===== src/rtl/aflag_pkg.sv =====
package aflag_pkg;

    // Which threshold a load or read-back sequence is pointing at.
    typedef enum logic {
        SEL_AE = 1'b0,
        SEL_AF = 1'b1
    } ofs_sel_e;

    // Kind of update applied to the stored thresholds on one edge.
    typedef enum logic [1:0] {
        UPD_NONE     = 2'd0,
        UPD_SERIAL   = 2'd1,
        UPD_PARALLEL = 2'd2
    } upd_kind_e;

    function automatic ofs_sel_e sel_advance(input ofs_sel_e s);
        return (s == SEL_AE) ? SEL_AF : SEL_AE;
    endfunction

    // The parallel path owns the thresholds whenever ld is high.
    function automatic upd_kind_e upd_decode(input logic ld,
                                             input logic wr_en,
                                             input logic ser_en);
        if (ld)
            return wr_en ? UPD_PARALLEL : UPD_NONE;
        return ser_en ? UPD_SERIAL : UPD_NONE;
    endfunction

endpackage


===== src/rtl/aflag_ofs_store.sv =====
module aflag_ofs_store
    import aflag_pkg::*;
#(
    parameter int OFS_W  = 9,
    parameter int DEF_LO = 7,
    parameter int DEF_HI = 127
) (
    input  logic             clk,
    input  logic             rst,
    input  logic             prst,
    input  logic             dflt_sel,
    input  logic             sdi,
    input  logic             ser_en,
    input  logic             ld,
    input  logic             wr_en,
    input  logic [OFS_W-1:0] din_ofs,
    output logic [OFS_W-1:0] ae_ofs,
    output logic [OFS_W-1:0] af_ofs,
    output logic             fwft_mode
);

    localparam int SER_BITS = 2 * OFS_W;
    localparam int SER_IW   = $clog2(SER_BITS);
    localparam logic [OFS_W-1:0] DLO = OFS_W'(DEF_LO);
    localparam logic [OFS_W-1:0] DHI = OFS_W'(DEF_HI);
    localparam logic [SER_IW-1:0] SER_LAST = SER_IW'(SER_BITS - 1);

    logic [SER_IW-1:0]   ser_idx;
    logic [SER_BITS-1:0] ser_hot;
    logic [OFS_W-1:0]    ae_ser_nx;
    logic [OFS_W-1:0]    af_ser_nx;
    ofs_sel_e            wr_sel;
    upd_kind_e           upd;

    assign upd     = upd_decode(ld, wr_en, ser_en);
    assign ser_hot = SER_BITS'(1) << ser_idx;

    // Steer the serial bit into the one bit picked by the hot mask.
    assign ae_ser_nx = (ae_ofs & ~ser_hot[OFS_W-1:0]) |
                       ({OFS_W{sdi}} & ser_hot[OFS_W-1:0]);
    assign af_ser_nx = (af_ofs & ~ser_hot[SER_BITS-1:OFS_W]) |
                       ({OFS_W{sdi}} & ser_hot[SER_BITS-1:OFS_W]);

    always_ff @(posedge clk) begin
        if (rst) begin
            ae_ofs    <= dflt_sel ? DHI : DLO;
            af_ofs    <= dflt_sel ? DHI : DLO;
            fwft_mode <= sdi;
            ser_idx   <= '0;
            wr_sel    <= SEL_AE;
        end else if (prst) begin
            ser_idx   <= '0;
            wr_sel    <= SEL_AE;
        end else begin
            case (upd)
                UPD_SERIAL: begin
                    ae_ofs  <= ae_ser_nx;
                    af_ofs  <= af_ser_nx;
                    ser_idx <= (ser_idx == SER_LAST) ? '0 : ser_idx + 1'b1;
                end
                UPD_PARALLEL: begin
                    if (wr_sel == SEL_AE)
                        ae_ofs <= din_ofs;
                    else
                        af_ofs <= din_ofs;
                    wr_sel <= sel_advance(wr_sel);
                end
                default: ;
            endcase
            if (!ld)
                wr_sel <= SEL_AE;
        end
    end

    // reset loads the chosen default into both thresholds
    a_r1_reset_default: assert property (@(posedge clk)
        rst |=> (ae_ofs == ($past(dflt_sel) ? DHI : DLO)) &&
                (af_ofs == ($past(dflt_sel) ? DHI : DLO)));

    // the captured mode is frozen outside master reset
    a_r2_mode_frozen: assert property (@(posedge clk) disable iff (rst)
        !rst |=> $stable(fwft_mode));

    // partial reset never disturbs the thresholds
    a_r3_prst_keeps: assert property (@(posedge clk) disable iff (rst)
        prst |=> $stable(ae_ofs) && $stable(af_ofs));

    // a serial step touches at most one threshold bit
    a_r4_one_bit: assert property (@(posedge clk) disable iff (rst)
        (ser_en && !ld && !prst) |=>
            ($countones({ae_ofs, af_ofs} ^ $past({ae_ofs, af_ofs})) <= 1));

    // a cycle with ld low sends the write sequence home
    a_r7_wr_home: assert property (@(posedge clk) disable iff (rst)
        !ld |=> (wr_sel == SEL_AE));

endmodule


===== src/rtl/aflag_readback.sv =====
module aflag_readback
    import aflag_pkg::*;
#(
    parameter int DATA_W = 18,
    parameter int OFS_W  = 9
) (
    input  logic              clk,
    input  logic              rst,
    input  logic              prst,
    input  logic              ld,
    input  logic              rd_en,
    input  logic [OFS_W-1:0]  ae_ofs,
    input  logic [OFS_W-1:0]  af_ofs,
    output logic [DATA_W-1:0] rd_data,
    output logic              rd_vld
);

    ofs_sel_e   rd_sel;
    logic       rd_req;
    logic [OFS_W-1:0] pick;

    assign rd_req = ld && rd_en;
    assign pick   = (rd_sel == SEL_AE) ? ae_ofs : af_ofs;

    always_ff @(posedge clk) begin
        if (rst || prst) begin
            rd_data <= '0;
            rd_vld  <= 1'b0;
            rd_sel  <= SEL_AE;
        end else begin
            rd_vld <= rd_req;
            if (rd_req) begin
                rd_data <= DATA_W'(pick);
                rd_sel  <= sel_advance(rd_sel);
            end
            if (!ld)
                rd_sel <= SEL_AE;
        end
    end

    // the bus holds its value when no read-back is requested
    a_r6_hold: assert property (@(posedge clk) disable iff (rst || prst)
        !rd_req |=> $stable(rd_data));

    // the valid flag follows a request by exactly one edge
    a_r6_vld_follows: assert property (@(posedge clk) disable iff (rst || prst)
        rd_req |=> rd_vld);

    // a cycle with ld low sends the read sequence home
    a_r7_rd_home: assert property (@(posedge clk) disable iff (rst)
        !ld |=> (rd_sel == SEL_AE));

endmodule


===== src/rtl/aflag_flag_gen.sv =====
module aflag_flag_gen #(
    parameter int DEPTH = 1024,
    parameter int CNT_W = 11,
    parameter int OFS_W = 9
) (
    input  logic             clk,
    input  logic             rst,
    input  logic [CNT_W-1:0] occ,
    input  logic [OFS_W-1:0] ae_ofs,
    input  logic [OFS_W-1:0] af_ofs,
    output logic             ae_flag,
    output logic             af_flag
);

    localparam logic [CNT_W-1:0] DEPTH_C = CNT_W'(DEPTH);

    logic [CNT_W-1:0] free_cnt;
    logic             ae_hit;
    logic             af_hit;

    assign free_cnt = DEPTH_C - occ;
    assign ae_hit   = occ <= CNT_W'(ae_ofs);
    assign af_hit   = free_cnt <= CNT_W'(af_ofs);

    always_ff @(posedge clk) begin
        if (rst) begin
            ae_flag <= 1'b1;
            af_flag <= 1'b0;
        end else begin
            ae_flag <= ae_hit;
            af_flag <= af_hit;
        end
    end

    // an empty FIFO always reads as almost empty
    a_r8_empty_flagged: assert property (@(posedge clk) disable iff (rst)
        (occ == '0) |=> ae_flag);

    // a full FIFO always reads as almost full
    a_r9_full_flagged: assert property (@(posedge clk) disable iff (rst)
        (occ == DEPTH_C) |=> af_flag);

endmodule


===== src/rtl/almost_flag_loader.sv =====
module almost_flag_loader #(
    parameter int DATA_W = 18,
    parameter int DEPTH  = 1024,
    parameter int DEF_LO = 7,
    parameter int DEF_HI = 127
) (
    input  logic                        clk,
    input  logic                        rst,
    input  logic                        prst,
    input  logic                        dflt_sel,
    input  logic                        sdi,
    input  logic                        ser_en,
    input  logic                        ld,
    input  logic                        wr_en,
    input  logic                        rd_en,
    input  logic [DATA_W-1:0]           din,
    input  logic [$clog2(DEPTH):0]      occ,
    output logic [DATA_W-1:0]           rd_data,
    output logic                        rd_vld,
    output logic                        ae_flag,
    output logic                        af_flag,
    output logic                        fwft_mode
);

    localparam int CNT_W = $clog2(DEPTH) + 1;
    localparam int OFS_W = $clog2(DEPTH / 2);

    logic [OFS_W-1:0] ae_ofs;
    logic [OFS_W-1:0] af_ofs;
    logic             unused_din_hi;

    assign unused_din_hi = ^din[DATA_W-1:OFS_W];

    aflag_ofs_store #(
        .OFS_W  (OFS_W),
        .DEF_LO (DEF_LO),
        .DEF_HI (DEF_HI)
    ) u_store (
        .clk       (clk),
        .rst       (rst),
        .prst      (prst),
        .dflt_sel  (dflt_sel),
        .sdi       (sdi),
        .ser_en    (ser_en),
        .ld        (ld),
        .wr_en     (wr_en),
        .din_ofs   (din[OFS_W-1:0]),
        .ae_ofs    (ae_ofs),
        .af_ofs    (af_ofs),
        .fwft_mode (fwft_mode)
    );

    aflag_readback #(
        .DATA_W (DATA_W),
        .OFS_W  (OFS_W)
    ) u_readback (
        .clk     (clk),
        .rst     (rst),
        .prst    (prst),
        .ld      (ld),
        .rd_en   (rd_en),
        .ae_ofs  (ae_ofs),
        .af_ofs  (af_ofs),
        .rd_data (rd_data),
        .rd_vld  (rd_vld)
    );

    aflag_flag_gen #(
        .DEPTH (DEPTH),
        .CNT_W (CNT_W),
        .OFS_W (OFS_W)
    ) u_flags (
        .clk     (clk),
        .rst     (rst),
        .occ     (occ),
        .ae_ofs  (ae_ofs),
        .af_ofs  (af_ofs),
        .ae_flag (ae_flag),
        .af_flag (af_flag)
    );

    // thresholds below half depth make both flags mutually exclusive
    a_r9_exclusive: assert property (@(posedge clk) disable iff (rst)
        !(ae_flag && af_flag));

endmodule


===== config.mk =====
export PLATFORM = sky130hd
export DESIGN_NAME = almost_flag_loader
export DESIGN_NICKNAME = d
export VERILOG_FILES = /design/src/rtl/aflag_pkg.sv /design/src/rtl/aflag_ofs_store.sv /design/src/rtl/aflag_readback.sv /design/src/rtl/aflag_flag_gen.sv /design/src/rtl/almost_flag_loader.sv
export SDC_FILE = /design/constraint.sdc
export NUM_CORES = 1
export LEC_CHECK = 0
export BUFFER_PORTS_ARGS = -buffer_cell sky130_fd_sc_hd__buf_2
export CORE_MARGIN = 2
export CORE_UTILIZATION = 50
export CTS_CLUSTER_SIZE = 12
export DETAILED_ROUTE_END_ITERATION = 7
export PLACE_DENSITY_LB_ADDON = 0.08
export SLEW_MARGIN = 30
export SYNTH_ARGS = -nofsm -noshare
export SYNTH_HDL_FRONTEND = slang
export SYNTH_SLANG_ARGS = --single-unit

===== constraint.sdc =====
create_clock -name clk -period 2.3 [get_ports clk]
set_input_delay 0.345 -clock clk [delete_from_list [all_inputs] [get_ports clk]]
set_output_delay 0.345 -clock clk [all_outputs]
set_load 0.005 [all_outputs]

==> key figures <==
Worst setup path
  – Max FO, Critical Path: 5
  – Worst path cell trace: buf_2, nor4_4, nand3_1, xor2_1, ha_1, nand4_1, nor2_1, nand4_1, a211oi_2
  – Reg2reg end: u_store.ae_ofs[0]
  – Worst Path Buf+Inv: 1
  – Worst path max stage delay: 0.37 ns
  – Launch point of the worst reg-to-reg path: u_store.ser_idx[0]
  – Path depth of the worst reg2reg path: 7
  – CP Capture Type: register
  – Worst path slowest cell: nor4_4
  – Setup Crit Path Kind: primary input to register
  – CP arrival: between 2 and 2.5 ns
  – Crit-path leading delay family: simple AND/OR/NAND/NOR gates
  – Cell repeated most along the worst path: nand4_1
  – Required time worst endpoint: 2.52 ns
  – Crit path launch type: primary input
  – R2R setup slack: between 0.4 and 0.5 ns

Timing
  – Final Critical Period: ~1.9 ns
  – Max_slew headroom: 0.6033
  – Final setup violating endpoints: 0
  – TNS Setup: 0 ns
  – Clk_skew: 0.004866 ns
  – Max Slew Vio Count: 0
  – Period utilization: 0.8254
  – FMAX: 526.7 MHz
  – Worst-margin pin slew: roughly 0.6 ns
  – Final hold vios: 0
  – RSZ-0062 raised after global routing: false

Global routing
  – Initial antenna violation count: 0
  – Global-route wire length before repair: around 9700 um
  – Maximum number of pins on one net before global-route repair: 22
  – Total track usage: 0.2060
  – Vias in the first global route: 2084
  – Gr ovfl total: 0

Cells and area
  – Antenna Cells: 0
  – Fin nets: 409
  – Layout Area Growth over Synthesis: 13.32%
  – Fraction of layout cells with a size suffix above 1: 0.1873
  – Filler cells: 500
  – Core Util, Final: 0.5903
  – Design area: 3034 um2

Logic synthesis
  – Post-synth top area cell: edfxtp_1
  – Synth Warn #: 0
  – Seq/Total Area, Yosys: 0.3551
  – Primary FF master, synth: edfxtp_1
  – Post-synth EDFFs: 19
  – Syn Inst Count: between 300 and 400
  – Top-area cell type share of the netlist area: 0.2131
  – Largest cells by area after synthesis: edfxtp_1 (21%), dfxtp_1 (14%), ha_1 (12%)
  – Mapped cell area: 2678 um2
  – Top-count cell post-synth: a21oi_1
  – Library cells used by synthesis: 41
  – Most frequent cells after synthesis: a21oi_1 (40), nor2_1 (35), ha_1 (25), inv_1 (25)
  – Asr flop ratio synth: 0
  – #FFs+latches synth: 38
  – Syn avg cell area: 8.665 um2

Clock tree
  – Number of CTS-inserted buffers: 5
  – Clk pin slew, worst setup/hold paths: 0.08 ns
  – Post-CTS Setup Bufs: 0
  – Clock Latency Late Sink: roughly 0.29 ns
  – CTS tree: done
  – Post-CTS Resized: 0
  – CTS Root Cell: clkbuf_8
  – Clock Sinks: 38
  – CTS Buffer Depth: 2
  – H-Tree Depth: 2
  – Cts-stage hold buffer count: 0

Die
  – I/O pins: 60
  – Core Rows: 26
  – Core ar.: 5140 um2
  – Initial core utilization: 0.5209
  – Die height: 77.18 um
  – Die Width: 77.18 um
  – Die area: 5957 um2

Routing
  – Remaining antenna violation count: 0
  – TritonRoute pass-1 iters: 4
  – Via count: 2218
  – Drt wl/cell: 14.24 um
  – Drt drc: 0
  – Final WL: 5937 um
  – Via density: 5.319
  – DR iter-0 viols: 102

Min path
  – Hold Path Cell Cnt: 3
  – Hold Crit Class: primary input to register
  – Worst hold start: rd_en
  – Hold EP: u_readback.rd_sel

Placement
  – Placed cell area: 2902 um2
  – Buffers on Ports: 41
  – GP Congestion: 0.8803
  – Hpwl dp: approximately 4800 um

Pwr
  – Switching Share: 0.2573
  – Total internal power: 1266 uW
  – Sw Pwr: 438.4 uW
  – Pleak: approximately 0.0013 uW
  – Peak VDD IR: 0.3721 mV
  – Comb power frac: 0.172
  – PD cells: 561.7 nW/um2
  – Clk network pwr share: 0.373
  – Flop pwr share: 0.456

Status
  – Status: finished clean

Job
  – Max capacitance violation total: 0
## final cells by class
class / instances / area (um2) / area share
clock buffer: 6 / 93.84 / 0.03093
clock inverter: 2 / 38.79 / 0.01278
sequential: 38 / 950.9 / 0.3134
timing repair buffer: 45 / 235.2 / 0.07753
tap: 70 / 87.58 / 0.02887
multi-input combinational: 231 / 1534 / 0.5056
inverter: 25 / 93.84 / 0.03093
## layer usage
layer | up-vias | routed length, um | GRT usage
met3 | 10 | 248 | 0.04118
met1 | 1021 | 2768 | 0.2719
met4 | 0 | 80 | 0.05714
li1 | 1129 | - | -
met2 | 58 | 2839 | 0.3426
met5 | - | 0 | 0
## power groups by stage
stage	clock, uW	sequential, uW	combinational (uW)
6_report	635	776	293
5_1_grt	676	781	330
4_1_cts	651	776	293
3_5_place_dp	0	792	291
3_3_place_gp	0	791	283
2_1_floorplan	0	782	203
## worst max path at each step
| stage | from | endpoint | slack (ns) | depth (start not counted) |
|---|---|---|---|---|
| 2_1_floorplan | occ[2] | u_flags.af_flag | 0.46 | 8 |
| 3_3_place_gp | occ[2] | u_flags.af_flag | 0.12 | 9 |
| 3_5_place_dp | occ[2] | u_flags.af_flag | 0.11 | 9 |
| 4_1_cts | occ[2] | u_flags.af_flag | 0.40 | 9 |
| 5_1_grt | occ[2] | u_flags.af_flag | 0.29 | 10 |
| 6_report | occ[2] | u_flags.af_flag | 0.40 | 9 |
## layout by cell type, fill, tap and decap left out, types with 3 or more instances in the layout
cell,count
a211oi_1,10
a21oi_1,40
and2_1,3
buf_2,41
buf_4,4
clkbuf_8,5
conb_1,9
dfxtp_1,19
edfxtp_1,19
ha_1,25
inv_1,25
mux2i_1,18
nand2_1,19
nand2b_1,5
nand3_1,6
nand4_1,7
nor2_1,35
nor2b_1,6
nor3_1,5
o21ai_0,3
o21bai_1,4
or2_2,7
xnor2_1,6
xor2_1,7
## tightest hold or removal path, cell delays in order
cell     delay, ns
buf_2         0.09
xnor2_1       0.06
nor2_1        0.07
## per-stage QoR
step	total power [uW]	hold slack (ns)	setup slack [ns]	std cells
2_1_floorplan	985.3	0.4439	0.4567	317
3_3_place_gp	1074	0.4894	0.1224	409
3_5_place_dp	1083	0.4918	0.1113	409
4_1_cts	1720	0.3059	0.4033	417
5_1_grt	1787	0.3633	0.2851	417
6_report	1704	0.3096	0.4015	417
## kinds of logic after synthesis
family          after synthesis  synth area share
buf+inv                      48           0.08318
compound gates               65            0.1449
simple gates                101            0.1888
fa+ha+maj                    25            0.1168
other cells                   1          0.001401
mux                          18           0.06729
flops                        38            0.3551
xor+xnor                     13           0.04252
(Power assumes the default switching activity.)
